[src/rtl/fp2h_pkg.sv]
package fp2h_pkg;
   localparam int DBL_EW   = 11;
   localparam int DBL_MW   = 52;
   localparam int SGL_EW   = 8;
   localparam int SGL_MW   = 23;
   localparam int HLF_EW   = 5;
   localparam int HLF_MW   = 10;
   localparam int SRC_W    = DBL_EW + DBL_MW + 1;
   localparam int HALF_W   = HLF_EW + HLF_MW + 1;
   localparam int DBL_BIAS = (1 << (DBL_EW - 1)) - 1;
   localparam int SGL_BIAS = (1 << (SGL_EW - 1)) - 1;
   localparam int HLF_BIAS = (1 << (HLF_EW - 1)) - 1;
   localparam int EXP_W    = DBL_EW + 2;
   localparam int SUM_W    = EXP_W + HLF_MW;
   localparam int SHL_MAX  = HLF_MW + 2;
   localparam int SHL_W    = $clog2(SHL_MAX + 1);
   localparam int WIDE_W   = HLF_MW + 1 + SHL_MAX + 1;
   localparam int IEEE_TOP = (1 << HLF_EW) - 1;
   localparam int ALT_TOP  = (1 << HLF_EW);

   typedef enum logic [1:0] {
      RM_NEAREST = 2'b00,
      RM_POS     = 2'b01,
      RM_NEG     = 2'b10,
      RM_ZERO    = 2'b11
   } rmode_e;

   typedef enum logic [1:0] {
      CL_ZERO = 2'b00,
      CL_FIN  = 2'b01,
      CL_INF  = 2'b10,
      CL_NAN  = 2'b11
   } vclass_e;

   typedef struct packed {
      logic              sign;
      vclass_e           cls;
      logic [EXP_W-1:0]  exp_rb;
      logic [HLF_MW-1:0] man;
      logic              grd;
      logic              stk;
   } unpacked_t;
endpackage

[src/rtl/fp2h_unpack.sv]
module fp2h_unpack
   import fp2h_pkg::*;
(
   input  logic [SRC_W-1:0] src,
   input  logic             is_dbl,
   input  logic             ftz,
   output unpacked_t        u
);
   logic [DBL_EW-1:0] ex;
   logic [DBL_MW-1:0] fr;
   logic              ex_ones;
   logic [EXP_W-1:0]  bias;

   always_comb begin
      if (is_dbl) begin
         u.sign  = src[DBL_EW+DBL_MW];
         ex      = src[DBL_EW+DBL_MW-1:DBL_MW];
         fr      = src[DBL_MW-1:0];
         ex_ones = &src[DBL_EW+DBL_MW-1:DBL_MW];
         bias    = EXP_W'(DBL_BIAS);
      end else begin
         u.sign  = src[SGL_EW+SGL_MW];
         ex      = {{(DBL_EW-SGL_EW){1'b0}}, src[SGL_EW+SGL_MW-1:SGL_MW]};
         fr      = {src[SGL_MW-1:0], {(DBL_MW-SGL_MW){1'b0}}};
         ex_ones = &src[SGL_EW+SGL_MW-1:SGL_MW];
         bias    = EXP_W'(SGL_BIAS);
      end
      // rebias into the half exponent space (two's complement)
      u.exp_rb = {2'b00, ex} - bias + EXP_W'(HLF_BIAS);
      u.man    = fr[DBL_MW-1 -: HLF_MW];
      u.grd    = fr[DBL_MW-HLF_MW-1];
      u.stk    = |fr[DBL_MW-HLF_MW-2:0];
      if (ex_ones)
         u.cls = (fr != '0) ? CL_NAN : CL_INF;
      else if (ex == '0 && (fr == '0 || ftz))
         u.cls = CL_ZERO;
      else
         u.cls = CL_FIN;
   end
endmodule

[src/rtl/fp2h_round.sv]
module fp2h_round
   import fp2h_pkg::*;
(
   input  unpacked_t         u,
   input  rmode_e            rm,
   input  logic              dnan,
   input  logic              alt,
   input  logic              uf_trap,
   output logic [HALF_W-1:0] res,
   output logic              f_inv,
   output logic              f_ovf,
   output logic              f_unf,
   output logic              f_inx
);
   localparam logic [HALF_W-2:0] MAX_MAG  = '1;
   localparam logic [HALF_W-2:0] IEEE_INF = {{HLF_EW{1'b1}}, {HLF_MW{1'b0}}};
   localparam logic [HALF_W-2:0] IEEE_BIG = {{(HLF_EW-1){1'b1}}, 1'b0, {HLF_MW{1'b1}}};
   localparam logic [HALF_W-1:0] DEF_QNAN = {1'b0, {HLF_EW{1'b1}}, 1'b1, {(HLF_MW-1){1'b0}}};

   logic                     tiny;
   logic signed [EXP_W-1:0]  one_minus;
   logic [SHL_W-1:0]         sh;
   logic [WIDE_W-1:0]        wide, shv;
   logic [HLF_MW:0]          kept;
   logic                     g, s, inx, up, to_inf;
   logic [EXP_W-1:0]         ebase;
   logic [SUM_W-1:0]         sum;
   logic [EXP_W-1:0]         e_after;
   logic                     over_ieee, over_alt;

   // denormalisation: move the implicit one right, folding lost bits into sticky
   always_comb begin
      tiny      = $signed(u.exp_rb) <= 0;
      one_minus = EXP_W'(1) - $signed(u.exp_rb);
      sh        = (one_minus > EXP_W'(SHL_MAX)) ? SHL_W'(SHL_MAX) : one_minus[SHL_W-1:0];
      wide      = {1'b1, u.man, {(SHL_MAX+1){1'b0}}};
      shv       = wide >> sh;
      if (tiny) begin
         kept  = shv[WIDE_W-1 -: HLF_MW+1];
         g     = shv[SHL_MAX];
         s     = (|shv[SHL_MAX-1:0]) | u.grd | u.stk;
         ebase = '0;
      end else begin
         kept  = {1'b0, u.man};
         g     = u.grd;
         s     = u.stk;
         ebase = u.exp_rb;
      end
      inx = g | s;
      unique case (rm)
         RM_NEAREST: up = g & (s | kept[0]);
         RM_POS:     up = ~u.sign & inx;
         RM_NEG:     up = u.sign & inx;
         default:    up = 1'b0;
      endcase
      sum       = {ebase, {HLF_MW{1'b0}}} + {{(EXP_W-1){1'b0}}, kept} + SUM_W'(up);
      e_after   = sum[SUM_W-1:HLF_MW];
      over_ieee = e_after >= EXP_W'(IEEE_TOP);
      over_alt  = e_after >= EXP_W'(ALT_TOP);
      to_inf    = (rm == RM_NEAREST) || (rm == RM_POS && !u.sign) || (rm == RM_NEG && u.sign);
   end

   always_comb begin
      res   = '0;
      f_inv = 1'b0;
      f_ovf = 1'b0;
      f_unf = 1'b0;
      f_inx = 1'b0;
      unique case (u.cls)
         CL_ZERO: res = {u.sign, {(HALF_W-1){1'b0}}};
         CL_INF: begin
            if (alt) begin
               res   = {u.sign, MAX_MAG};
               f_inv = 1'b1;
            end else begin
               res = {u.sign, IEEE_INF};
            end
         end
         CL_NAN: begin
            f_inv = ~u.man[HLF_MW-1];
            if (alt) begin
               res   = {u.sign, {(HALF_W-1){1'b0}}};
               f_inv = 1'b1;
            end else if (dnan) begin
               res = DEF_QNAN;
            end else begin
               res = {u.sign, {HLF_EW{1'b1}}, 1'b1, u.man[HLF_MW-2:0]};
            end
         end
         default: begin
            if (alt && over_alt) begin
               res   = {u.sign, MAX_MAG};
               f_inv = 1'b1;
            end else if (!alt && over_ieee) begin
               res   = {u.sign, to_inf ? IEEE_INF : IEEE_BIG};
               f_ovf = 1'b1;
               f_inx = 1'b1;
            end else begin
               res   = {u.sign, sum[HALF_W-2:0]};
               f_inx = inx;
               f_unf = tiny & (inx | uf_trap);
            end
         end
      endcase
   end
endmodule

[src/rtl/fp2h_conv.sv]
module fp2h_conv
   import fp2h_pkg::*;
#(
   parameter int OUT_REG = 1
) (
   input  logic              clk,
   input  logic              rst_n,
   input  logic [63:0]       src_bits,
   input  logic              src_is_dbl,
   input  logic [1:0]        rnd_mode,
   input  logic              ftz_en,
   input  logic              dnan_en,
   input  logic              alt_half_en,
   input  logic              uf_trap_en,
   output logic [15:0]       half_out,
   output logic              flag_invalid,
   output logic              flag_overflow,
   output logic              flag_underflow,
   output logic              flag_inexact
);
   localparam int PACK_W = HALF_W + 4;

   if (OUT_REG != 0 && OUT_REG != 1) begin : g_bad_outreg
      $error("fp2h_conv: OUT_REG must be 0 or 1");
   end
   if (SRC_W != 64 || HALF_W != 16) begin : g_bad_width
      $error("fp2h_conv: format widths do not match the port widths");
   end

   unpacked_t         u;
   logic [HALF_W-1:0] res_c;
   logic              inv_c, ovf_c, unf_c, inx_c;
   logic [PACK_W-1:0] pack_c, pack_q;

   fp2h_unpack u_unpack (
      .src    (src_bits),
      .is_dbl (src_is_dbl),
      .ftz    (ftz_en),
      .u      (u)
   );

   fp2h_round u_round (
      .u       (u),
      .rm      (rmode_e'(rnd_mode)),
      .dnan    (dnan_en),
      .alt     (alt_half_en),
      .uf_trap (uf_trap_en),
      .res     (res_c),
      .f_inv   (inv_c),
      .f_ovf   (ovf_c),
      .f_unf   (unf_c),
      .f_inx   (inx_c)
   );

   assign pack_c = {inv_c, ovf_c, unf_c, inx_c, res_c};

   if (OUT_REG == 1) begin : g_reg
      always_ff @(posedge clk or negedge rst_n) begin
         if (!rst_n) pack_q <= '0;
         else        pack_q <= pack_c;
      end
   end else begin : g_comb
      assign pack_q = pack_c;
   end

   assign {flag_invalid, flag_overflow, flag_underflow, flag_inexact, half_out} = pack_q;
endmodule

[config.mk]
export PLATFORM = sky130hd
export DESIGN_NAME = fp2h_conv
export DESIGN_NICKNAME = d
export VERILOG_FILES = /design/src/rtl/fp2h_pkg.sv /design/src/rtl/fp2h_unpack.sv /design/src/rtl/fp2h_round.sv /design/src/rtl/fp2h_conv.sv
export SDC_FILE = /design/constraint.sdc
export NUM_CORES = 1
export LEC_CHECK = 0
export ABC_AREA = 1
export CORE_ASPECT_RATIO = 2
export CORE_MARGIN = 1
export CORE_UTILIZATION = 40
export DETAILED_ROUTE_END_ITERATION = 16
export GPL_TIMING_DRIVEN = 0
export PLACE_DENSITY = 0.78
export SLEW_MARGIN = 20
export SYNTH_ARGS = -nofsm -noshare
export SYNTH_HDL_FRONTEND = slang
export SYNTH_SLANG_ARGS = --single-unit
[constraint.sdc]
create_clock -name clk -period 1.1 [get_ports clk]
set_input_delay 0.22 -clock clk [delete_from_list [all_inputs] [get_ports clk]]
set_output_delay 0.22 -clock clk [all_outputs]
set_load 0.05 [all_outputs]
==> results of run 1 <==
report_power, final:
part / internal (W) / switching [W] / leakage (nW)
clock: 0.000553 / 0.000241 / 0.0442
combinational: 0.00152 / 0.00261 / 3.05
sequential: 0.000865 / 0.0000242 / 0.223
total: 0.00294 / 0.00288 / 3.31
metal layers:
| layer | vias to the layer above | global-route usage | wire length, um | share of wire |
|---|---|---|---|---|
| met5 | - | 0 | 0 | 0 |
| met4 | 0 | 0.217 | 1430 | 0.083 |
| met3 | 112 | 0.0307 | 731 | 0.042 |
| met2 | 247 | 0.586 | 9760 | 0.56 |
| met1 | 2697 | 0.269 | 5400 | 0.31 |
| li1 | 2890 | - | - | - |
Yosys cell counts, types with 2 or more instances:
cell type / instances
nor2_4: 6
nand2_1: 247
nor2_2: 11
nor2_1: 69
o21ai_1: 4
nor3_1: 11
o41ai_1: 6
xnor2_1: 4
buf_2: 3
buf_4: 3
o22ai_1: 2
xor2_1: 5
buf_6: 5
a21oi_1: 17
nand3_4: 3
ha_1: 12
o21ai_2: 2
inv_2: 17
nand3_2: 5
o211ai_1: 2
or2_2: 11
nand2_2: 26
nand2_4: 8
nand3_1: 108
o21ai_0: 22
a21oi_2: 2
clkbuf_1: 6
dfrtp_1: 20
nor4_1: 15
inv_1: 78
nand4_1: 18
nand3b_1: 3
a31oi_1: 2
stage by stage:
stage	hold WS, ps	setup WS (ps)
6_report	55.9	-4720
5_1_grt	143	-5090
4_1_cts	472	-4560
3_5_place_dp	730	-5920
3_3_place_gp	722	-5950
2_1_floorplan	-75.6	-4290
layout make-up:
class | instances | area share
Buffer | 17 | 0.0301
Clock buffer | 4 | 0.0127
Inverter | 97 | 0.0554
Multi-Input combinational cell | 635 | 0.584
Sequential cell | 20 | 0.0717
Tap cell | 137 | 0.0246
Timing Repair Buffer | 178 | 0.222
path summary, 6_finish.rpt:
| path | to | slack, ps | depth (start not counted) |
|---|---|---|---|
| max in group asynchronous | pack_q[9] | 540 | 1 |
| worst min-delay path | pack_q[15] | 60 | 1 |
| worst max-delay path | pack_q[17] | -4720 | 48 |
| min in group clk | pack_q[17] | 630 | 3 |
logic make-up after synthesis:
logic type                 after synthesis
AOI/OAI and AO/OA                       69
muxes                                    1
buffers and inverters                  114
DFF                                     20
xor gates and xnor gates                 9
and+or+nand+nor                        544
adders and majority gates               12
critical path, delay by kind of cell:
family	cells	cell delay [ps]
buf+inv	24	2840
simple gates	17	1850
compound gates	6	850
fa+ha+maj	1	170
timing repair:
item | 4_1_cts | 5_1_grt
pin swaps | 70 | 53
resized for setup | 229 | 100
buffers inserted | 68 | 17
gates cloned | 1 | 0
setup endpoints to repair | 40 | 40
==> run summary, run 1 <==
Largest regs -> pack_q: 20 flops
CTS Hold Buffers Added -> 0
Num CTS Buffers -> 3
First-pass GRT wire length -> 26100 um
Status -> finished with violations
Residual DRC -> 0
Gpl congestion -> 0.979
CTS H-Tree Depth -> 1
Number of global-route vias before repair -> 5725
Unrepaired setup endpoints after global routing -> true
Final antenna-violating net count -> 0
Mean Syn Cell Area -> 5.54 um2
GRT Util Overall -> 0.303
Setup crit start -> src_is_dbl
Max incr delay on CP -> 280 ps
Setup Crit Path Kind -> primary input to register
Most flops, register -> pack_q
Clock Tree Buf Depth -> 2
Crit path max fanout -> 10
Simple-gate share of the synthesized area -> 0.612
CTS tree -> built
Min-delay worst type -> primary input to asynchronous set/reset pin
Max VDD drop -> 0.908 mV
CP arrival -> 5950 ps
Cell area after placement -> 0.00551 mm2
Initial Utilization -> 0.409
Sequential share of the synthesized area -> 0.118
Yosys reg bits -> 20
Worst-margin pin slew -> 819 ps
Most frequent cells in the layout -> 190 x nand2_1, 83 x nand3_1, 76 x buf_4, 63 x inv_1, 60 x clkdlybuf4s50_1
Sum Neg Setup Slack -> -89650 ps
Startpoint types -> primary input
Utilization after layout -> 0.671
Failing checks -> setup timing
Drt total wl -> 17300 um
Post-synth cell types -> 49
Multi-input logic area -> 0.00407 mm2
IO Pins -> 93
Port Buffer Count -> 92
Main synth FF type -> dfrtp_1
CTS sink cnt -> 20
Leak -> 3.31 nW
Post-Synth Adder-Cell Area -> 0.0353
Vias per cell -> 5.47
DRT iter0 DRCs -> 292
Die Wd -> 75.0 um
Final period util -> 5.29
Clock root cell -> clkbuf_16
DR pass1 iterations -> 6
Area contributors post-synth -> nand2_1 22%, nand3_1 13%, dfrtp_1 12%, inv_1 6.9%, nor2_1 6.1%
Tot Pwr -> 0.00582 W
Critical Path Sink Type -> register
Area share of the largest cell type after synthesis -> 0.218
Final Hold Viols -> 0
Non-Filler Instances -> 1088
Die Height -> 148 um
Final Cell Area -> 0.00698 mm2
Initial antenna violation count -> 0
Syn Nets -> 854
Post-placement cell count -> 998
Grt ovf -> 0
Seq. cell area -> 500 um2
Die area -> 0.0111 mm2
Max-slew violation count -> 0
Antenna Cells -> 0
Final Critical Period -> 5820 ps
Fraction of synthesized area in multiplexers -> 0.00235
Total number of vias -> 5946
CP max stage cell -> nor4_2
Leading area contributor after synthesis -> nand2_1
Maxcap violations -> 0
Post-Synth XOR/XNOR Area -> 0.0185
Layout area overhead -> 63.9%
Syn Inst Count -> 769
Nets -> 1037
Post-synth EDFFs -> 0
Core area -> 0.0104 mm2
Setup ws final -> -4720 ps
Mapped Area -> 0.00426 mm2
HPWL Detailed -> 12400 um
Pin count of the biggest net entering global routing -> 21
WL/cell -> 15.9 um
Most common cell after layout, fill and taps aside -> nand2_1
Clock transition at path regs -> 50 ps
Critical path's most frequent cell -> buf_4
Max reg flops -> 20
Ys async rst share -> 1.00
Max_slew headroom -> 0.447
CP Data Required Time -> 1230 ps
Fillers -> 895
Setup violations, final -> 20
P per Cell Area -> 833 mW/mm2
# rows -> 53
Largest family of logic cells by synthesized area -> simple AND/OR/NAND/NOR gates
Compound-Gate Fraction of Synth Area -> 0.101
Ratio of cells with drive above 1 in the final layout -> 0.377
Ys Warns -> 0
Max Freq -> 0.172 GHz
(Power assumes the default switching activity.)
==> inputs of run 2 (changes only) <==
--- a/config.mk
+++ b/config.mk
@@ -8,10 +8,11 @@
 export ABC_AREA = 1
 export CORE_ASPECT_RATIO = 2
 export CORE_MARGIN = 1
-export CORE_UTILIZATION = 40
+export CORE_UTILIZATION = 50
 export DETAILED_ROUTE_END_ITERATION = 16
+export DONT_BUFFER_PORTS = 1
 export GPL_TIMING_DRIVEN = 0
-export PLACE_DENSITY = 0.78
+export PLACE_DENSITY = 0.77
 export SLEW_MARGIN = 20
 export SYNTH_ARGS = -nofsm -noshare
 export SYNTH_HDL_FRONTEND = slang
==> run 2 against run 1 <==
Against the previous run: the run still ends with setup timing left; maximum frequency shrank 2.5%; worst hold slack gained 95 ps; critical path type unchanged; cell count shrank 13%; critical path depth grew 1; die area shrank 20%; critical endpoint is now pack_q[6]; combinational power shrank 23%; power shrank 6.8%; first-iteration DRC count grew 51%; non-clock buffer count shrank 103; largest power group unchanged; worst setup slack lost 150 ps; clock power grew 4.0%.
==> run summary, run 2 (synthesis results as in run 1) <==
Max VDD drop -> 0.699 mV (-23%)
Residual DRC -> 0 (unchanged)
Layout area overhead -> 37.7%
Die Wd -> 67.3 um (-10%)
Initial antenna violation count -> 0 (unchanged)
Min-delay worst type -> primary input to asynchronous set/reset pin
Cell area after placement -> 0.00454 mm2 (-18%)
IO Pins -> 93 (unchanged)
CTS tree -> built
Top Usage Layer GRT -> met2
CTS sink cnt -> 20 (unchanged)
Delay-heaviest family, CP -> simple AND/OR/NAND/NOR gates
Gpl congestion -> 0.991 (+1.3%)
Drt total wl -> 16900 um (-2.4%)
Most frequent cells in the layout -> 203 x nand2_1, 82 x nand3_1, 68 x inv_1, 65 x buf_4, 56 x nor2_1
Antenna Cells -> 0 (unchanged)
P per Cell Area -> 924 mW/mm2 (+11%)
DR pass1 iterations -> 6 (unchanged)
Core area -> 0.00829 mm2 (-20%)
Port Buffer Count -> 0 (-100%)
Number of global-route vias before repair -> 5539 (-3.2%)
Met1 GRT Util -> 0.335 (+0.0658)
Most common cell after layout, fill and taps aside -> nand2_1
Leak -> 2.82 nW (-15%)
HPWL Detailed -> 12200 um (-1.5%)
Largest regs -> pack_q: 20 flops
Max incr delay on CP -> 230 ps (-50 ps)
Clock Tree Buf Depth -> 2 (unchanged)
Critical path's most frequent cell -> nand2_1
Comb pwr share -> 0.587 (-0.124)
Grt ovf -> 0 (unchanged)
WL/cell -> 17.9 um (+12%)
Worst-margin pin slew -> 855 ps (+36.8 ps)
Pin count of the biggest net entering global routing -> 21 (unchanged)
Num CTS Buffers -> 3 (unchanged)
Fillers -> 694 (-22%)
Final Cell Area -> 0.00587 mm2 (-16%)
Initial Utilization -> 0.514 (+0.105)
P_sw -> 0.00279 W (-2.8%)
Maxcap violations -> 0 (unchanged)
Max Freq -> 0.167 GHz (-2.5%)
Final antenna-violating net count -> 0 (unchanged)
Final Hold Viols -> 0 (unchanged)
Die Height -> 133 um (-10%)
Clk network pwr share -> 0.152 (+0.016)
Startpoint types -> primary input
Die area -> 0.00891 mm2 (-20%)
Clock transition at path regs -> 60 ps (about the same)
Failing checks -> setup timing
Total number of vias -> 5730 (-3.6%)
Max-slew violation count -> 0 (unchanged)
Int Power -> 0.00263 W (-11%)
CP arrival -> 6100 ps (+150 ps)
Status -> finished with violations
GRT Util Overall -> 0.367 (+0.0641)
Most flops, register -> pack_q
Vias per cell -> 6.06 (+11%)
# rows -> 47 (-11%)
Nets -> 934 (-9.9%)
First-pass GRT wire length -> 25200 um (-3.2%)
Final Critical Period -> 5970 ps (+150 ps)
Buf/Inv on CP -> 9 (-63%)
Critical Path Sink Type -> register
Final period util -> 5.43 (+0.136)
GRT met2 Usage -> 0.693 (+0.107)
CP Data Required Time -> 1230 ps (about the same)
CP max stage cell -> ha_2
Multi-input logic area -> 0.00392 mm2 (-3.7%)
Setup violations, final -> 20 (unchanged)
Grt met3 use -> 0.0362 (+0.00553)
Setup Crit Path Kind -> primary input to register
Sequential share of power -> 0.260 (+0.107)
Sw frac -> 0.516 (+0.0212)
Setup ws final -> -4870 ps (-150 ps)
Unrepaired setup endpoints after global routing -> true
Max_slew headroom -> 0.422 (-0.0249)
Seq. cell area -> 515 um2 (+3.0%)
Clock root cell -> clkbuf_16
Tot Pwr -> 0.00542 W (-6.8%)
Ratio of cells with drive above 1 in the final layout -> 0.376 (-0.00132)
Crit path max fanout -> 7 (-3)
DRT iter0 DRCs -> 440 (+51%)
Max reg flops -> 20 (unchanged)
CTS H-Tree Depth -> 1 (unchanged)
run 2: final timing paths:
path / from / to / cells past startpoint
worst max-delay path: src_is_dbl / pack_q[6] / 49
max in group asynchronous: rst_n / pack_q[12] / 1
min in group clk: uf_trap_en / pack_q[17] / 2
worst min-delay path: rst_n / pack_q[19] / 1
run 2: area by class of cell:
type | instances | area share
buffer | 17 | 0.0354
tap | 98 | 0.0209
sequential | 20 | 0.0879
timing repair buffer | 75 | 0.107
inverter | 97 | 0.0646
clock buffer | 4 | 0.0151
multi-input combinational | 635 | 0.669
run 2: repair_timing:
action / in CTS / in global routing
hold buffers: 1 / 0
pin swaps: 42 / 55
gates cloned: 1 / 0
gates resized for setup: 77 / 108
setup endpoints to repair: 20 / 52
endpoints found under the hold margin: 20 / 0
setup buffers: 52 / 23
run 2: per-stage QoR:
stage	hold WS, ps	setup WS (ps)	cells	util	TNS [ps]
2_1_floorplan	-75.6	-4290	769	-	-79330
3_3_place_gp	-75.3	-5150	867	0.547	-95640
3_5_place_dp	-75.3	-5240	867	0.547	-97650
4_1_cts	119	-4550	924	0.645	-86060
5_1_grt	169	-5180	946	0.708	-98020
6_report	151	-4870	946	0.708	-92130
run 2: power groups by stage:
| stage | clock (W) | combinational (W) | sequential, W |
|---|---|---|---|
| floorplan | 0 | 0.00175 | 0.00139 |
| global placement | 0 | 0.00218 | 0.00140 |
| detailed placement | 0 | 0.00221 | 0.00140 |
| CTS | 0.000785 | 0.00264 | 0.00139 |
| global route | 0.000847 | 0.00345 | 0.00144 |
| finish | 0.000826 | 0.00318 | 0.00141 |
run 2: layer usage:
layer	vias up	wire length, um
li1	2675	-
met1	2643	5390
met2	295	9300
met3	117	770
met4	0	1430
met5	-	0
